===== config.mk =====
export PLATFORM = sky130hd
export DESIGN_NAME = dtr_store_unit
export DESIGN_NICKNAME = d
export VERILOG_FILES = /design/src/rtl/dtr_store_pkg.sv /design/src/rtl/dtr_decode.sv /design/src/rtl/dtr_fault_check.sv /design/src/rtl/dtr_image_pack.sv /design/src/rtl/dtr_store_unit.sv
export SDC_FILE = /design/constraint.sdc
export NUM_CORES = 1
export LEC_CHECK = 0
export CAP_MARGIN = 10
export CORE_AREA = 2 2 156 158
export CTS_BUF_LIST = sky130_fd_sc_hd__clkbuf_16
export DETAILED_ROUTE_END_ITERATION = 6
export DIE_AREA = 0 0 158 160
export PLACE_DENSITY = 0.75
export RECOVER_POWER = 50
export SLEW_MARGIN = 20
export SYNTH_ARGS = -nofsm -noshare
export SYNTH_HDL_FRONTEND = slang
export SYNTH_SLANG_ARGS = --single-unit

===== constraint.sdc =====
create_clock -name clk -period 4 [get_ports clk]
set_clock_uncertainty 0.15 [all_clocks]
set_input_delay 0.8 -clock clk [delete_from_list [all_inputs] [get_ports clk]]
set_output_delay 0.8 -clock clk [all_outputs]
set_load 0.02 [all_outputs]

===== src/rtl/dtr_store_pkg.sv =====
package dtr_store_pkg;

   typedef enum logic [1:0] {
      MODE_REAL = 2'd0,
      MODE_V86  = 2'd1,
      MODE_PROT = 2'd2,
      MODE_LONG = 2'd3
   } cpu_mode_e;

   typedef enum logic [1:0] {
      ST_IDLE  = 2'd0,
      ST_WRITE = 2'd1,
      ST_FIN   = 2'd2,
      ST_FLT   = 2'd3
   } store_st_e;

   localparam logic [7:0] VEC_UD = 8'd6;
   localparam logic [7:0] VEC_SS = 8'd12;
   localparam logic [7:0] VEC_GP = 8'd13;
   localparam logic [7:0] VEC_PF = 8'd14;
   localparam logic [7:0] VEC_AC = 8'd17;

endpackage


===== src/rtl/dtr_decode.sv =====
module dtr_decode #(
   parameter logic [7:0] OPC_ESC = 8'h0F,
   parameter logic [7:0] OPC_GRP = 8'h01,
   parameter logic [2:0] REG_SEL = 3'd1
) (
   input  logic [7:0] opc_b0,
   input  logic [7:0] opc_b1,
   input  logic [7:0] modrm,
   output logic       hit
);
   logic opc_ok;
   logic reg_ok;
   logic mem_form;

   always_comb begin
      opc_ok   = (opc_b0 == OPC_ESC) && (opc_b1 == OPC_GRP);
      reg_ok   = (modrm[5:3] == REG_SEL);
      mem_form = (modrm[7:6] != 2'b11);
      hit      = opc_ok && reg_ok && mem_form;
   end
endmodule


===== src/rtl/dtr_fault_check.sv =====
module dtr_fault_check
   import dtr_store_pkg::*;
#(
   parameter int SHORT_ALIGN = 2,
   parameter int LONG_ALIGN  = 8,
   localparam int LO_W       = (LONG_ALIGN > 1) ? $clog2(LONG_ALIGN) : 1
) (
   input  cpu_mode_e       mode,
   input  logic [1:0]      cpl,
   input  logic            umip_en,
   input  logic            ac_en,
   input  logic            lock_pfx,
   input  logic [LO_W-1:0] addr_lo,
   input  logic            addr_canon,
   input  logic            seg_lim_ok,
   input  logic            seg_is_ss,
   input  logic            seg_null,
   input  logic            pg_fault,
   output logic            flt,
   output logic [7:0]      vec
);
   localparam logic [LO_W-1:0] SHORT_MASK = LO_W'(SHORT_ALIGN - 1);
   localparam logic [LO_W-1:0] LONG_MASK  = LO_W'(LONG_ALIGN - 1);

   if ((SHORT_ALIGN & (SHORT_ALIGN - 1)) != 0 || (LONG_ALIGN & (LONG_ALIGN - 1)) != 0)
   begin : g_bad_align
      $error("alignment parameters must be powers of two");
   end
   if (SHORT_ALIGN > LONG_ALIGN) begin : g_bad_order
      $error("short alignment may not exceed long alignment");
   end

   logic       is64;
   logic       umip_hit;
   logic       seg_hit;
   logic [7:0] seg_vec;
   logic       misalign;
   logic       ac_hit;
   logic       pf_hit;

   always_comb begin
      is64 = (mode == MODE_LONG);

      unique case (mode)
         MODE_V86:            umip_hit = umip_en;
         MODE_PROT,
         MODE_LONG:           umip_hit = umip_en && (cpl != 2'd0);
         default:             umip_hit = 1'b0;
      endcase

      seg_hit = 1'b0;
      seg_vec = VEC_GP;
      if (is64) begin
         seg_hit = !addr_canon;
         seg_vec = seg_is_ss ? VEC_SS : VEC_GP;
      end else if (!seg_lim_ok) begin
         seg_hit = 1'b1;
         seg_vec = seg_is_ss ? VEC_SS : VEC_GP;
      end else if (mode == MODE_PROT && seg_null && !seg_is_ss) begin
         seg_hit = 1'b1;
         seg_vec = VEC_GP;
      end

      misalign = is64 ? |(addr_lo & LONG_MASK) : |(addr_lo & SHORT_MASK);
      unique case (mode)
         MODE_V86:            ac_hit = ac_en && misalign;
         MODE_PROT,
         MODE_LONG:           ac_hit = ac_en && misalign && (cpl == 2'd3);
         default:             ac_hit = 1'b0;
      endcase

      pf_hit = pg_fault && (mode != MODE_REAL);

      flt = 1'b1;
      if (lock_pfx)      vec = VEC_UD;
      else if (umip_hit) vec = VEC_GP;
      else if (seg_hit)  vec = seg_vec;
      else if (ac_hit)   vec = VEC_AC;
      else if (pf_hit)   vec = VEC_PF;
      else begin
         flt = 1'b0;
         vec = 8'd0;
      end
   end

   // LOCK outranks every other fault source
   always_comb begin
      if (lock_pfx) begin
         a_r9_lock_first: assert (flt && vec == VEC_UD);
      end
   end

   // real mode never reports the prevention fault ahead of lower checks
   always_comb begin
      if (mode == MODE_REAL && !lock_pfx && seg_lim_ok && !pg_fault) begin
         a_r5_real_exempt: assert (!flt);
      end
   end
endmodule


===== src/rtl/dtr_image_pack.sv =====
module dtr_image_pack #(
   parameter int LIMIT_W   = 16,
   parameter int BASE_W    = 64,
   parameter int SHORT_W   = 32,
   parameter int BUS_BYTES = 16,
   localparam int BUS_W       = BUS_BYTES * 8,
   localparam int SHORT_BYTES = (LIMIT_W + SHORT_W) / 8,
   localparam int LONG_BYTES  = (LIMIT_W + BASE_W) / 8
) (
   input  logic                 wide,
   input  logic [LIMIT_W-1:0]   limit,
   input  logic [BASE_W-1:0]    base,
   output logic [BUS_W-1:0]     data,
   output logic [BUS_BYTES-1:0] be
);
   if (LONG_BYTES > BUS_BYTES) begin : g_bus_small
      $error("data bus too narrow for the long image");
   end
   if (SHORT_W > BASE_W || (LIMIT_W % 8) != 0 || (BASE_W % 8) != 0 || (SHORT_W % 8) != 0)
   begin : g_bad_fields
      $error("field widths must be whole bytes and short base within base");
   end

   always_comb begin
      data = '0;
      data[LIMIT_W-1:0] = limit;
      if (wide) data[LIMIT_W +: BASE_W]  = base;
      else      data[LIMIT_W +: SHORT_W] = base[SHORT_W-1:0];
   end

   for (genvar i = 0; i < BUS_BYTES; i++) begin : g_be
      localparam logic IN_SHORT = (i < SHORT_BYTES) ? 1'b1 : 1'b0;
      localparam logic IN_LONG  = (i < LONG_BYTES)  ? 1'b1 : 1'b0;
      assign be[i] = wide ? IN_LONG : IN_SHORT;
   end
endmodule


===== src/rtl/dtr_store_unit.sv =====
module dtr_store_unit
   import dtr_store_pkg::*;
#(
   parameter int ADDR_W    = 64,
   parameter int LIMIT_W   = 16,
   parameter int BASE_W    = 64,
   parameter int BUS_BYTES = 16,
   localparam int BUS_W    = BUS_BYTES * 8,
   localparam int LO_W     = 3
) (
   input  logic                 clk,
   input  logic                 rst_n,
   input  logic                 req_valid,
   input  logic [7:0]           opc_b0,
   input  logic [7:0]           opc_b1,
   input  logic [7:0]           modrm,
   input  logic                 lock_pfx,
   input  logic [1:0]           cpu_mode,
   input  logic [1:0]           cpl,
   input  logic                 umip_en,
   input  logic                 ac_en,
   input  logic [ADDR_W-1:0]    eff_addr,
   input  logic                 addr_canon,
   input  logic                 seg_lim_ok,
   input  logic                 seg_is_ss,
   input  logic                 seg_null,
   input  logic                 pg_fault,
   input  logic [LIMIT_W-1:0]   tbl_limit,
   input  logic [BASE_W-1:0]    tbl_base,
   output logic                 wr_valid,
   input  logic                 wr_ready,
   output logic [ADDR_W-1:0]    wr_addr,
   output logic [BUS_W-1:0]     wr_data,
   output logic [BUS_BYTES-1:0] wr_be,
   output logic                 done,
   output logic                 fault_valid,
   output logic [7:0]           fault_vec
);
   if (ADDR_W < LO_W) begin : g_addr_small
      $error("address narrower than alignment field");
   end

   cpu_mode_e            mode;
   store_st_e            state;
   logic                 hit;
   logic                 flt;
   logic [7:0]           vec;
   logic [BUS_W-1:0]     img_data;
   logic [BUS_BYTES-1:0] img_be;
   logic                 take;

   assign mode = cpu_mode_e'(cpu_mode);
   assign take = req_valid && hit && (state == ST_IDLE);

   dtr_decode u_decode (
      .opc_b0 (opc_b0),
      .opc_b1 (opc_b1),
      .modrm  (modrm),
      .hit    (hit)
   );

   dtr_fault_check #(
      .SHORT_ALIGN (2),
      .LONG_ALIGN  (8)
   ) u_fault (
      .mode       (mode),
      .cpl        (cpl),
      .umip_en    (umip_en),
      .ac_en      (ac_en),
      .lock_pfx   (lock_pfx),
      .addr_lo    (eff_addr[LO_W-1:0]),
      .addr_canon (addr_canon),
      .seg_lim_ok (seg_lim_ok),
      .seg_is_ss  (seg_is_ss),
      .seg_null   (seg_null),
      .pg_fault   (pg_fault),
      .flt        (flt),
      .vec        (vec)
   );

   dtr_image_pack #(
      .LIMIT_W   (LIMIT_W),
      .BASE_W    (BASE_W),
      .SHORT_W   (32),
      .BUS_BYTES (BUS_BYTES)
   ) u_pack (
      .wide  (mode == MODE_LONG),
      .limit (tbl_limit),
      .base  (tbl_base),
      .data  (img_data),
      .be    (img_be)
   );

   always_ff @(posedge clk) begin
      if (!rst_n) begin
         state       <= ST_IDLE;
         wr_valid    <= 1'b0;
         wr_addr     <= '0;
         wr_data     <= '0;
         wr_be       <= '0;
         done        <= 1'b0;
         fault_valid <= 1'b0;
         fault_vec   <= 8'd0;
      end else begin
         unique case (state)
            ST_IDLE: begin
               if (take) begin
                  if (flt) begin
                     state       <= ST_FLT;
                     fault_valid <= 1'b1;
                     fault_vec   <= vec;
                  end else begin
                     state    <= ST_WRITE;
                     wr_valid <= 1'b1;
                     wr_addr  <= eff_addr;
                     wr_data  <= img_data;
                     wr_be    <= img_be;
                  end
               end
            end
            ST_WRITE: begin
               if (wr_ready) begin
                  wr_valid <= 1'b0;
                  done     <= 1'b1;
                  state    <= ST_FIN;
               end
            end
            ST_FIN: begin
               done  <= 1'b0;
               state <= ST_IDLE;
            end
            default: begin
               fault_valid <= 1'b0;
               state       <= ST_IDLE;
            end
         endcase
      end
   end

   // request held stable while not accepted
   a_r10_hold_stable: assert property (@(posedge clk) disable iff (!rst_n)
      wr_valid && !wr_ready |=> wr_valid && $stable(wr_addr) && $stable(wr_data) && $stable(wr_be));

   // done follows acceptance by one cycle
   a_r10_done_after_accept: assert property (@(posedge clk) disable iff (!rst_n)
      wr_valid && wr_ready |=> done && !wr_valid);

   // fault never coincides with a write or completion
   a_r10_fault_exclusive: assert property (@(posedge clk) disable iff (!rst_n)
      !(fault_valid && (wr_valid || done)));

   // LOCK gives #UD and no write
   a_r4_lock_ud: assert property (@(posedge clk) disable iff (!rst_n)
      take && lock_pfx |=> fault_valid && fault_vec == VEC_UD && !wr_valid);

   // non-matching instruction leaves outputs quiet
   a_r1_ignore_other: assert property (@(posedge clk) disable iff (!rst_n)
      state == ST_IDLE && !(req_valid && hit) |=> !fault_valid && !wr_valid);

   // image size is one of the two forms
   a_r3_image_size: assert property (@(posedge clk) disable iff (!rst_n)
      wr_valid |-> ($countones(wr_be) == 6 || $countones(wr_be) == 10));
endmodule


==> key figures, run 1 <==
STA
  • Setup violations, final: 0
  • Setup repair after global routing missed its margin: false
  • Count of final hold-check violations: 0
  • Setup TNS: 0 ns
  • Final worst path period need: 3.19 ns
  • WHS: 0.306 ns
  • Highest Clock Rate: 314 MHz
  • Final clock period utilization by the worst path: 79.7%
  • Slew @ Worst Pin: 0.916 ns
  • Number of pins with negative max-slew slack in the final report: 0
  • Worst slew margin: 39.0%

Floorplanning
  • Core ar.: 23800 um2
  • Height of the die: 160 um
  • Site row count: 57
  • Area enclosed by the die boundary: 25300 um2
  • Number of top-level pins: 403
  • Initial Util: 28.1%
  • Die outline width: 158 um

Route
  • Sum of met2 wire segment lengths after detailed routing: 11300 um
  • Detail Route Antenna Nets: 0
  • Number of iterations in the first detailed-routing pass: 5
  • Wire length per cell after detailed routing: 16.2 um
  • DR vias: 6790
  • Vias per cell: 4.72
  • Total wire length after detailed routing: 23300 um
  • Sum of met3 wire segment lengths after detailed routing: 1630 um
  • Top Layer Used: met4
  • Residual DRC count: 0
  • Routed metal-1 wire length: 9940 um
  • DR iter-0 viols: 418

Clock tree
  • Clock slew at reported path FFs: 0.07 ns
  • TritonCTS Buffers: 17
  • Clock tree from TritonCTS: yes
  • Number of sinks on the clock net: 156
  • Resize count post-CTS: 0
  • Maximum buffer depth of the clock tree: 2
  • # H-tree levels: 4
  • Clock tree root driver cell: sky130_fd_sc_hd__clkbuf_16
  • Count of hold buffers inserted by post-cts repair: 0
  • Clock latency at the later pin of the worst-skew pair: 0.40 ns
  • Setup Buffers After CTS: 0

Critical path
  • Source of the critical timing path: cpu_mode[1]
  • Required time at the endpoint of the critical path: 4.18 ns
  • Last element of the critical path: wr_addr[33]
  • Worst endpoint data arrival time: 3.37 ns
  • CP Class: primary input to flip-flop
  • Setup slack of the worst register-to-register path: 1.81 ns
  • Kind of launch point of the worst setup path: primary input
  • Worst reg2reg endpoint: wr_addr[50]
  • Worst reg2reg path depth: 6
  • Largest fanout of any net on the critical path: 42
  • Category of the worst setup path capture point: flip-flop
  • Worst flop-to-flop path startpoint: state[0]

Job
  • MaxCap Viol Count: 0

Yosys
  • Number of distinct library cells after synthesis: 39
  • Mapped cell area: 6710 um2
  • Gate count after technology mapping: 811
  • Share of synthesized area occupied by flip-flops and latches: 46.6%
  • Synth warn: 0
  • Yosys reg bits: 156
  • Mapped Avg Cell Area: 8.27 um2

Global routing
  • Maximum number of pins on one net before global-route repair: 79
  • Number of antenna violations at the first check in global routing: 0
  • GR Util All Layers: 17.6%
  • Remaining global-route overflow: 0
  • First-pass GRT wire length: 35000 um
  • Vias in the first global route: 6446

Outcome
  • Status: finished clean

Pwr
  • Leakage dissipation: 4.41 nW
  • VDD IR max: 0.000238 V
  • Sum of internal, switching and leakage power: 3.64 mW
  • PwrDens: 338 nW/um2

Hold path
  • Type of the most critical hold path: flip-flop to flip-flop

Finish
  • Fill cell count: 2321
  • Synthesis-to-layout area growth: 60.6%
  • Share of cells above drive strength 1: 5.03%
  • Antenna cell count: 0
  • Finished Core Util: 45.2%
  • Layout net count: 1288

Place
  • Number of input and output port buffers inserted: 342
  • HPWL reported at the end of detailed placement: 16300 um
  • Placer's final routability congestion estimate: 0.788
==> synthesized netlist by cell type, drive strengths merged <==
cell	instances	share of area [%]
ha	3	0.56
nor2b	2	0.19
and2	1	0.093
buf	95	9.7
nor3b	1	0.28
o211a	2	0.30
and4	1	0.13
o221a	3	0.50
conb	1	0.056
a21oi	122	9.1
nor4bb	2	0.30
clkbuf	46	2.6
o21ai	120	9.0
a31o	1	0.13
nor2	9	0.50
o211ai	2	0.22
o2111ai	2	0.26
a221o	1	0.15
dfxtp	156	47
or4	1	0.11
or3	1	0.093
nor4	2	0.19
nand3	115	8.7
a211oi	2	0.22
inv	7	0.39
nand3b	1	0.11
nor3	2	0.15
nand2	70	3.9
and3	3	0.28
nand2b	1	0.093
mux2i	32	4.8
nand4b	1	0.13
a31oi	3	0.28
==> worst min path at each step <==
stage                           start     endpoint  slack [ns]  depth (start not counted)
final                     wr_data[57]  wr_data[57]        0.31                          2
after global routing      wr_data[73]  wr_data[73]        0.33                          2
after CTS                 wr_data[75]  wr_data[75]        0.31                          2
after detailed placement  wr_data[75]  wr_data[75]        0.30                          2
after global placement    wr_data[53]  wr_data[53]        0.29                          2
after floorplan              state[0]     state[0]        0.38                          1
==> sequential cells by signal (all words and copies together), names as in the netlist <==
register,count
wr_valid,1
fault_vec,5
done,1
fault_valid,1
wr_be,2
wr_data,80
state,2
wr_addr,64
==> through the flow <==
stage	instance area [um2]	cells	setup slack (ns)
after floorplan	6920	867	1.54
after global placement	10100	1406	0.398
after detailed placement	10100	1406	0.362
after CTS	10800	1438	0.817
after global routing	10800	1438	0.657
final	10800	1438	0.813
==> layer usage <==
metal  GRT usage, %  vias to the layer above
met1           21.4                     3209
met4           5.61                        0
met3           5.29                       28
met5              0                        -
li1               -                     3295
met2           29.6                      258
==> cells in the final DEF (no fill, tap or decap), types with 3 or more instances in the layout <==
cell,synthesis,final
sky130_fd_sc_hd__nor2_1,9,8
sky130_fd_sc_hd__buf_4,68,8
sky130_fd_sc_hd__inv_6,0,3
sky130_fd_sc_hd__dlygate4sd3_1,0,158
sky130_fd_sc_hd__nand2_1,70,69
sky130_fd_sc_hd__buf_12,0,6
sky130_fd_sc_hd__inv_1,7,6
sky130_fd_sc_hd__conb_1,1,57
sky130_fd_sc_hd__o21ai_0,109,109
sky130_fd_sc_hd__ha_1,3,3
sky130_fd_sc_hd__clkbuf_16,0,17
sky130_fd_sc_hd__clkdlybuf4s50_1,0,184
sky130_fd_sc_hd__inv_8,0,5
sky130_fd_sc_hd__dfxtp_1,156,156
sky130_fd_sc_hd__nand3_1,114,113
sky130_fd_sc_hd__o21ai_1,11,11
sky130_fd_sc_hd__mux2i_1,32,32
sky130_fd_sc_hd__bufinv_16,0,3
sky130_fd_sc_hd__a21oi_1,122,122
sky130_fd_sc_hd__a31oi_1,3,3
==> report_power, final <==
group,total (mW),switching (mW),internal [mW]
clock network,1.75,0.734,1.01
logic,0.337,0.161,0.176
registers,1.55,0.000741,1.55
==> cell type report <==
class | count | area [um2] | area share (%)
inverters | 7 | 28.8 | 0.267
multi-input cells | 563 | 2980 | 27.7
well taps | 324 | 405 | 3.77
clock buffers | 17 | 425 | 3.95
repair buffers | 356 | 3600 | 33.5
flip-flops and latches | 156 | 3120 | 29.0
clock inverters | 15 | 201 | 1.87
==> kinds of logic after synthesis <==
kind of cell | Yosys count | synth area share, %
and+or+nand+nor | 213 | 15.2
muxes | 32 | 4.78
other | 1 | 0.0559
DFF | 156 | 46.6
AOI/OAI and AO/OA | 258 | 20.1
adders and majority gates | 3 | 0.560
buffers and inverters | 148 | 12.7
==> worst max-delay path, cell delays in order <==
cell                              delay, ns
sky130_fd_sc_hd__clkdlybuf4s50_1       0.67
sky130_fd_sc_hd__nor3b_4               0.33
sky130_fd_sc_hd__o211a_1               0.27
sky130_fd_sc_hd__and3_4                0.60
sky130_fd_sc_hd__buf_4                 0.40
sky130_fd_sc_hd__nand3_1               0.12
sky130_fd_sc_hd__a21oi_1               0.16
Note: power is estimated with default switching activity, not from simulation.
==> run 2, diff against run 1 <==
Settings changed: CORE_AREA 2 2 156 158 to 2 2 157 159, DIE_AREA 0 0 158 160 to 0 0 159 161, PLACE_DENSITY 0.75 to 0.74.
Clock period 4 ns to 3.1 ns, I/O delays scaled along.
==> run 2 against run 1 <==
- final area grew 0.72%
- register-to-register slack lost 0.69 ns
- clock power grew 16%
- global-route usage shrank 0.22 points
- critical path depth grew 1
- non-clock buffer count grew 9
- core utilization grew 0.055 points
- worst setup slack lost 0.29 ns
- total power grew 23%
- largest cell class unchanged
==> key figures, run 2 (same netlist as run 1, synthesis figures left out) <==
Place
  • Post-Place Cells: 1415
  • Cell area after placement: 10300 um2
  • Placer's final routability congestion estimate: 0.823
  • Number of input and output port buffers inserted: 342
  • HPWL reported at the end of detailed placement: 16300 um

STA
  • Slew @ Worst Pin: 1.08 ns
  • Final clock period utilization by the worst path: 83.0%
  • Setup violations, final: 0
  • Setup repair after global routing missed its margin: false
  • WHS: 0.308 ns
  • Setup TNS: 0 ns
  • Highest Clock Rate: 388 MHz
  • Number of pins with negative max-slew slack in the final report: 0
  • Final worst path period need: 2.57 ns
  • Count of final hold-check violations: 0
  • Worst slew margin: 28.1%

Finish
  • Final cell count without fillers: 1447
  • Register bank with the most flops: wr_data
  • Max reg flops: 80
  • Antenna cell count: 0
  • Post-route cell area: 10800 um2
  • Fill cell count: 2332
  • Register cell area after layout: 3120 um2
  • Synthesis-to-layout area growth: 61.7%
  • Layout net count: 1297
  • Largest registers: wr_data (80), wr_addr (64), fault_vec (5)
  • Area taken by multi-input logic gates: 2980 um2
  • Leading cell type in the layout, fill and taps excluded: sky130_fd_sc_hd__clkdlybuf4s50_1
  • Share of cells above drive strength 1: 5.61%
  • Most frequent cells in the layout: sky130_fd_sc_hd__clkdlybuf4s50_1, sky130_fd_sc_hd__dlygate4sd3_1, sky130_fd_sc_hd__dfxtp_1

Route
  • Wire length per cell after detailed routing: 16.0 um
  • Residual DRC count: 0
  • DR vias: 6847
  • Number of iterations in the first detailed-routing pass: 4
  • DR iter-0 viols: 410
  • Detail Route Antenna Nets: 0
  • Vias per cell: 4.73
  • Total wire length after detailed routing: 23200 um

Clock tree
  • Clock slew at reported path FFs: 0.07 ns
  • Maximum buffer depth of the clock tree: 2
  • # H-tree levels: 4
  • Count of hold buffers inserted by post-cts repair: 0
  • TritonCTS Buffers: 17
  • Setup Buffers After CTS: 0
  • Clock latency at the later pin of the worst-skew pair: 0.41 ns
  • Resize count post-CTS: 0
  • Clock tree root driver cell: sky130_fd_sc_hd__clkbuf_16
  • Number of sinks on the clock net: 156
  • Clock tree from TritonCTS: yes

Hold path
  • Hold endpoint: wr_data[62]
  • Worst hold path depth: 2
  • Min-Delay Startpoint: wr_data[62]
  • Type of the most critical hold path: flip-flop to flip-flop

Outcome
  • Status: finished clean

Floorplanning
  • Number of top-level pins: 403
  • Height of the die: 161 um
  • Core ar.: 24000 um2
  • Site row count: 57
  • Area enclosed by the die boundary: 25600 um2
  • Initial Util: 28.0%
  • Die outline width: 159 um

Critical path
  • Most Frequent Cell on Critical Path: sky130_fd_sc_hd__buf_12
  • Worst flop-to-flop path startpoint: state[0]
  • CP Class: primary input to flip-flop
  • Worst reg2reg path depth: 7
  • Worst reg2reg endpoint: wr_data[73]
  • Cell type of the slowest stage on the worst timing path: sky130_fd_sc_hd__dlygate4sd3_1
  • Worst endpoint data arrival time: 2.71 ns
  • Chain of cells forming the critical path: dlygate4sd3_1 -> nor4bb_1 -> and4_1 -> and3_4 -> buf_12 -> nand2_2 -> buf_12 -> mux2i_1
  • Top cell family by delay on the critical path: simple AND/OR/NAND/NOR gates
  • Setup slack of the worst register-to-register path: 1.12 ns
  • Required time at the endpoint of the critical path: 3.23 ns
  • Kind of launch point of the worst setup path: primary input
  • Category of the worst setup path capture point: flip-flop
  • Largest fanout of any net on the critical path: 32
  • Delay of the slowest cell on the worst path: 0.55 ns
  • Critical path buffers and inverters: 3

Global routing
  • GR Util All Layers: 17.4%
  • Maximum number of pins on one net before global-route repair: 73
  • Remaining global-route overflow: 0
  • Number of antenna violations at the first check in global routing: 0
  • Vias in the first global route: 6534
  • First-pass GRT wire length: 36000 um

Pwr
  • PwrDens: 414 nW/um2
  • Leakage dissipation: 4.45 nW
  • VDD IR max: 0.000288 V

Job
  • MaxCap Viol Count: 0
==> run 2: power by group <==
group          leakage (nW)  switching (mW)  internal (mW)
sequential             1.26        0.000929           2.00
clock                 0.273           0.913           1.12
combinational          2.92           0.211          0.240
total                  4.45            1.12           3.37
==> run 2: routing by layer <==
metal | part of all wire, % | track usage [%] | vias up
met5 | 0 | 0 | -
met4 | 2.2 | 5.12 | 0
met3 | 7.1 | 5.24 | 33
met2 | 48 | 29.2 | 292
met1 | 43 | 21.6 | 3216
li1 | - | - | 3306
==> run 2: worst reg2reg max path, delay by kind of cell (launching register included) <==
kind | cells | cell delay, ns
buffers and inverters | 3 | 0.46
flip-flops | 1 | 0.33
adder cells (fa/ha/maj) | 1 | 0.34
multiplexers | 1 | 0.18
AND/OR/NAND/NOR | 2 | 0.40
==> run 2: worst max path at each step <==
stage                      startpoint  slack (ns)  depth (start not counted)          end
after floorplan           cpu_mode[1]        0.82                          8     wr_valid
after global placement      opc_b1[0]        0.22                          8  wr_data[53]
after detailed placement    opc_b1[0]        0.20                          8  wr_data[58]
after CTS                   opc_b1[0]        0.64                          8  wr_data[73]
after global routing        opc_b1[0]        0.47                          8  wr_data[67]
final                       opc_b1[0]        0.53                          8  wr_data[73]
==> run 2: layout make-up <==
| cell class | instances | share of cell area (%) |
|---|---|---|
| Sequential cell | 156 | 28.8 |
| Inverter | 7 | 0.265 |
| Multi-Input combinational cell | 563 | 27.5 |
| Tap cell | 324 | 3.74 |
| Clock inverter | 15 | 1.28 |
| Timing Repair Buffer | 365 | 34.5 |
| Clock buffer | 17 | 3.92 |
==> run 2: through the flow <==
step | total power [mW] | util, % | worst slack (ns)
floorplan | 2.27 | - | 0.817
global placement | 2.50 | 42.9 | 0.222
detailed placement | 2.50 | 42.9 | 0.196
CTS | 4.56 | 45.3 | 0.639
global route | 4.67 | 45.2 | 0.475
finish | 4.49 | 45.2 | 0.526
==> run 3, diff against run 2 <==
Settings changed: PLACE_DENSITY 0.74 to 0.77.
Clock period 3.1 ns to 2.3 ns, I/O delays scaled along.
==> run 3 against run 2 <==
- sequential power up 35%
- non-clock buffer count up 17
- via count up 0.99%
- core utilization up 0.97 points
- routed wire length up 1.0%
- first-iteration DRC count up 38%
- critical path type unchanged
- critical endpoint is now wr_addr[61]
==> key figures, run 3 (same netlist as run 1, synthesis figures left out) <==
Finish
  • Layout net count: 1314
  • Most frequent cells in the layout: sky130_fd_sc_hd__clkdlybuf4s50_1, sky130_fd_sc_hd__dfxtp_1, sky130_fd_sc_hd__dlygate4sd3_1
  • Largest registers: wr_data (80), wr_addr (64), fault_vec (5)
  • Max reg flops: 80
  • Post-route cell area: 11100 um2
  • Leading cell type in the layout, fill and taps excluded: sky130_fd_sc_hd__clkdlybuf4s50_1
  • Register cell area after layout: 3120 um2
  • Synthesis-to-layout area growth: 65.2%
  • Area taken by multi-input logic gates: 2990 um2
  • Share of cells above drive strength 1: 7.02%
  • Antenna cell count: 0
  • Fill cell count: 2317
  • Finished Core Util: 46.2%
  • Register bank with the most flops: wr_data

Critical path
  • Top cell family by delay on the critical path: buffers and inverters
  • Delay of the slowest cell on the worst path: 0.52 ns
  • Largest fanout of any net on the critical path: 67
  • Cell type of the slowest stage on the worst timing path: sky130_fd_sc_hd__clkdlybuf4s50_1
  • Kind of launch point of the worst setup path: primary input
  • Chain of cells forming the critical path: clkdlybuf4s50_1 -> o21ai_0 -> buf_4 -> a221o_1 -> nand3_4 -> buf_16 -> o21ai_0 -> a21oi_1
  • Worst flop-to-flop path startpoint: state[0]
  • Source of the critical timing path: ac_en
  • Worst reg2reg endpoint: wr_data[27]
  • Critical path buffers and inverters: 3
  • Setup slack of the worst register-to-register path: 0.39 ns
  • CP Class: primary input to flip-flop
  • Category of the worst setup path capture point: flip-flop
  • Required time at the endpoint of the critical path: 2.49 ns
  • Worst endpoint data arrival time: 2.39 ns
  • Most Frequent Cell on Critical Path: sky130_fd_sc_hd__o21ai_0
  • Worst reg2reg path depth: 6

Floorplanning
  • Site row count: 57
  • Core ar.: 24000 um2
  • Die outline width: 159 um
  • Number of top-level pins: 403
  • Area enclosed by the die boundary: 25600 um2
  • Initial Util: 28.0%
  • Height of the die: 161 um

Global routing
  • Vias in the first global route: 6608
  • Remaining global-route overflow: 0
  • First-pass GRT wire length: 35500 um
  • GR Util All Layers: 17.2%
  • Maximum number of pins on one net before global-route repair: 75
  • Number of antenna violations at the first check in global routing: 1

Outcome
  • Status: finished clean

Pwr
  • Switching power: 1.51 mW
  • Switching portion of total power: 24.9%
  • Leakage dissipation: 4.59 nW
  • VDD IR max: 0.000443 V
  • Clock power frac: 44.9%
  • PwrDens: 548 nW/um2
  • Seq pwr share: 44.5%
  • Combinational group share of total power: 10.5%
  • Int Power: 4.56 mW

Job
  • MaxCap Viol Count: 0

STA
  • Setup violations, final: 0
  • Final clock period utilization by the worst path: 95.7%
  • Highest Clock Rate: 454 MHz
  • Setup repair after global routing missed its margin: false
  • Count of final hold-check violations: 0
  • Final worst path period need: 2.20 ns
  • Number of pins with negative max-slew slack in the final report: 0

Hold path
  • Worst hold path depth: 2
  • Type of the most critical hold path: flip-flop to flip-flop
  • Hold endpoint: wr_data[50]
  • Min-Delay Startpoint: wr_data[50]

Place
  • Cell area after placement: 10400 um2
  • HPWL reported at the end of detailed placement: 16600 um
  • Placer's final routability congestion estimate: 0.771
  • Number of input and output port buffers inserted: 342

Clock tree
  • Clock tree root driver cell: sky130_fd_sc_hd__clkbuf_16
  • Maximum buffer depth of the clock tree: 2
  • Number of sinks on the clock net: 156
  • TritonCTS Buffers: 17
  • Clock tree from TritonCTS: yes
  • Clock slew at reported path FFs: 0.06 ns
  • Clock latency at the later pin of the worst-skew pair: 0.41 ns
  • Setup Buffers After CTS: 0
  • # H-tree levels: 4

Route
  • Detail Route Antenna Nets: 0
  • DR iter-0 viols: 566
  • DR vias: 6915
  • Residual DRC count: 0
  • Wire length per cell after detailed routing: 16.0 um
  • Total wire length after detailed routing: 23400 um
  • Vias per cell: 4.72
  • Number of iterations in the first detailed-routing pass: 4
run 3: metrics by stage:
stage	total power [mW]	hold WS, ns	setup TNS, ns	cells	setup WS, ns
5_1_grt	6.30	0.333	0	1464	0.00438
6_report	6.07	0.308	0	1464	0.0984
3_3_place_gp	3.39	0.294	-52.37	1430	-0.382
3_5_place_dp	3.39	0.302	-56.29	1430	-0.439
2_1_floorplan	3.06	0.375	0	867	0.177
4_1_cts	6.16	0.316	0	1462	0.0163
run 3: final cells by class:
type,count,share of cell area (%)
multi-input combinational,563,27.0
inverter,7,0.260
sequential,156,28.2
clock inverter,15,1.25
tap,324,3.66
clock buffer,17,3.84
timing repair buffer,382,35.8
run 3: metal layers:
layer	up-vias	global-route usage [%]	wire, um
met3	19	6.29	1910
met5	-	0	0
met2	274	29.4	11600
met4	0	4.71	370
li1	3360	-	-
met1	3262	20.5	9570
run 3: worst reg2reg max path: cells and delay by family (launching register included):
kind | cells | cell delay (ns)
AOI/OAI and AO/OA | 1 | 0.15
adders and majority gates | 1 | 0.35
buffers and inverters | 2 | 0.33
DFF | 1 | 0.33
and+or+nand+nor | 2 | 0.53
run 3: worst max-delay path by stage:
stage                  endpoint  slack [ns]  depth (start not counted)
floorplan              wr_valid        0.18                          8
global placement    wr_addr[49]       -0.38                          8
detailed placement  wr_data[18]       -0.44                          8
CTS                 wr_addr[61]        0.02                          8
global route        wr_data[18]       0.004                          7
finish              wr_addr[61]         0.1                          8
run 3: power by group through the flow:
stage / Combinational (mW) / Clock (mW) / Sequential (mW)
floorplan: 0.291 / 0 / 2.76
global placement: 0.624 / 0 / 2.76
detailed placement: 0.628 / 0 / 2.76
CTS: 0.633 / 2.82 / 2.70
global route: 0.679 / 2.92 / 2.70
finish: 0.639 / 2.73 / 2.70
run 3: timing repair:
| action | CTS | global route |
|---|---|---|
| hold endpoints to repair | 0 | 0 |
| cloned | 0 | 2 |
| hold buffers | 0 | 0 |
| endpoints found under the setup margin | 1 | 131 |
| pin swaps | 0 | 1 |
| resized for setup | 1 | 14 |
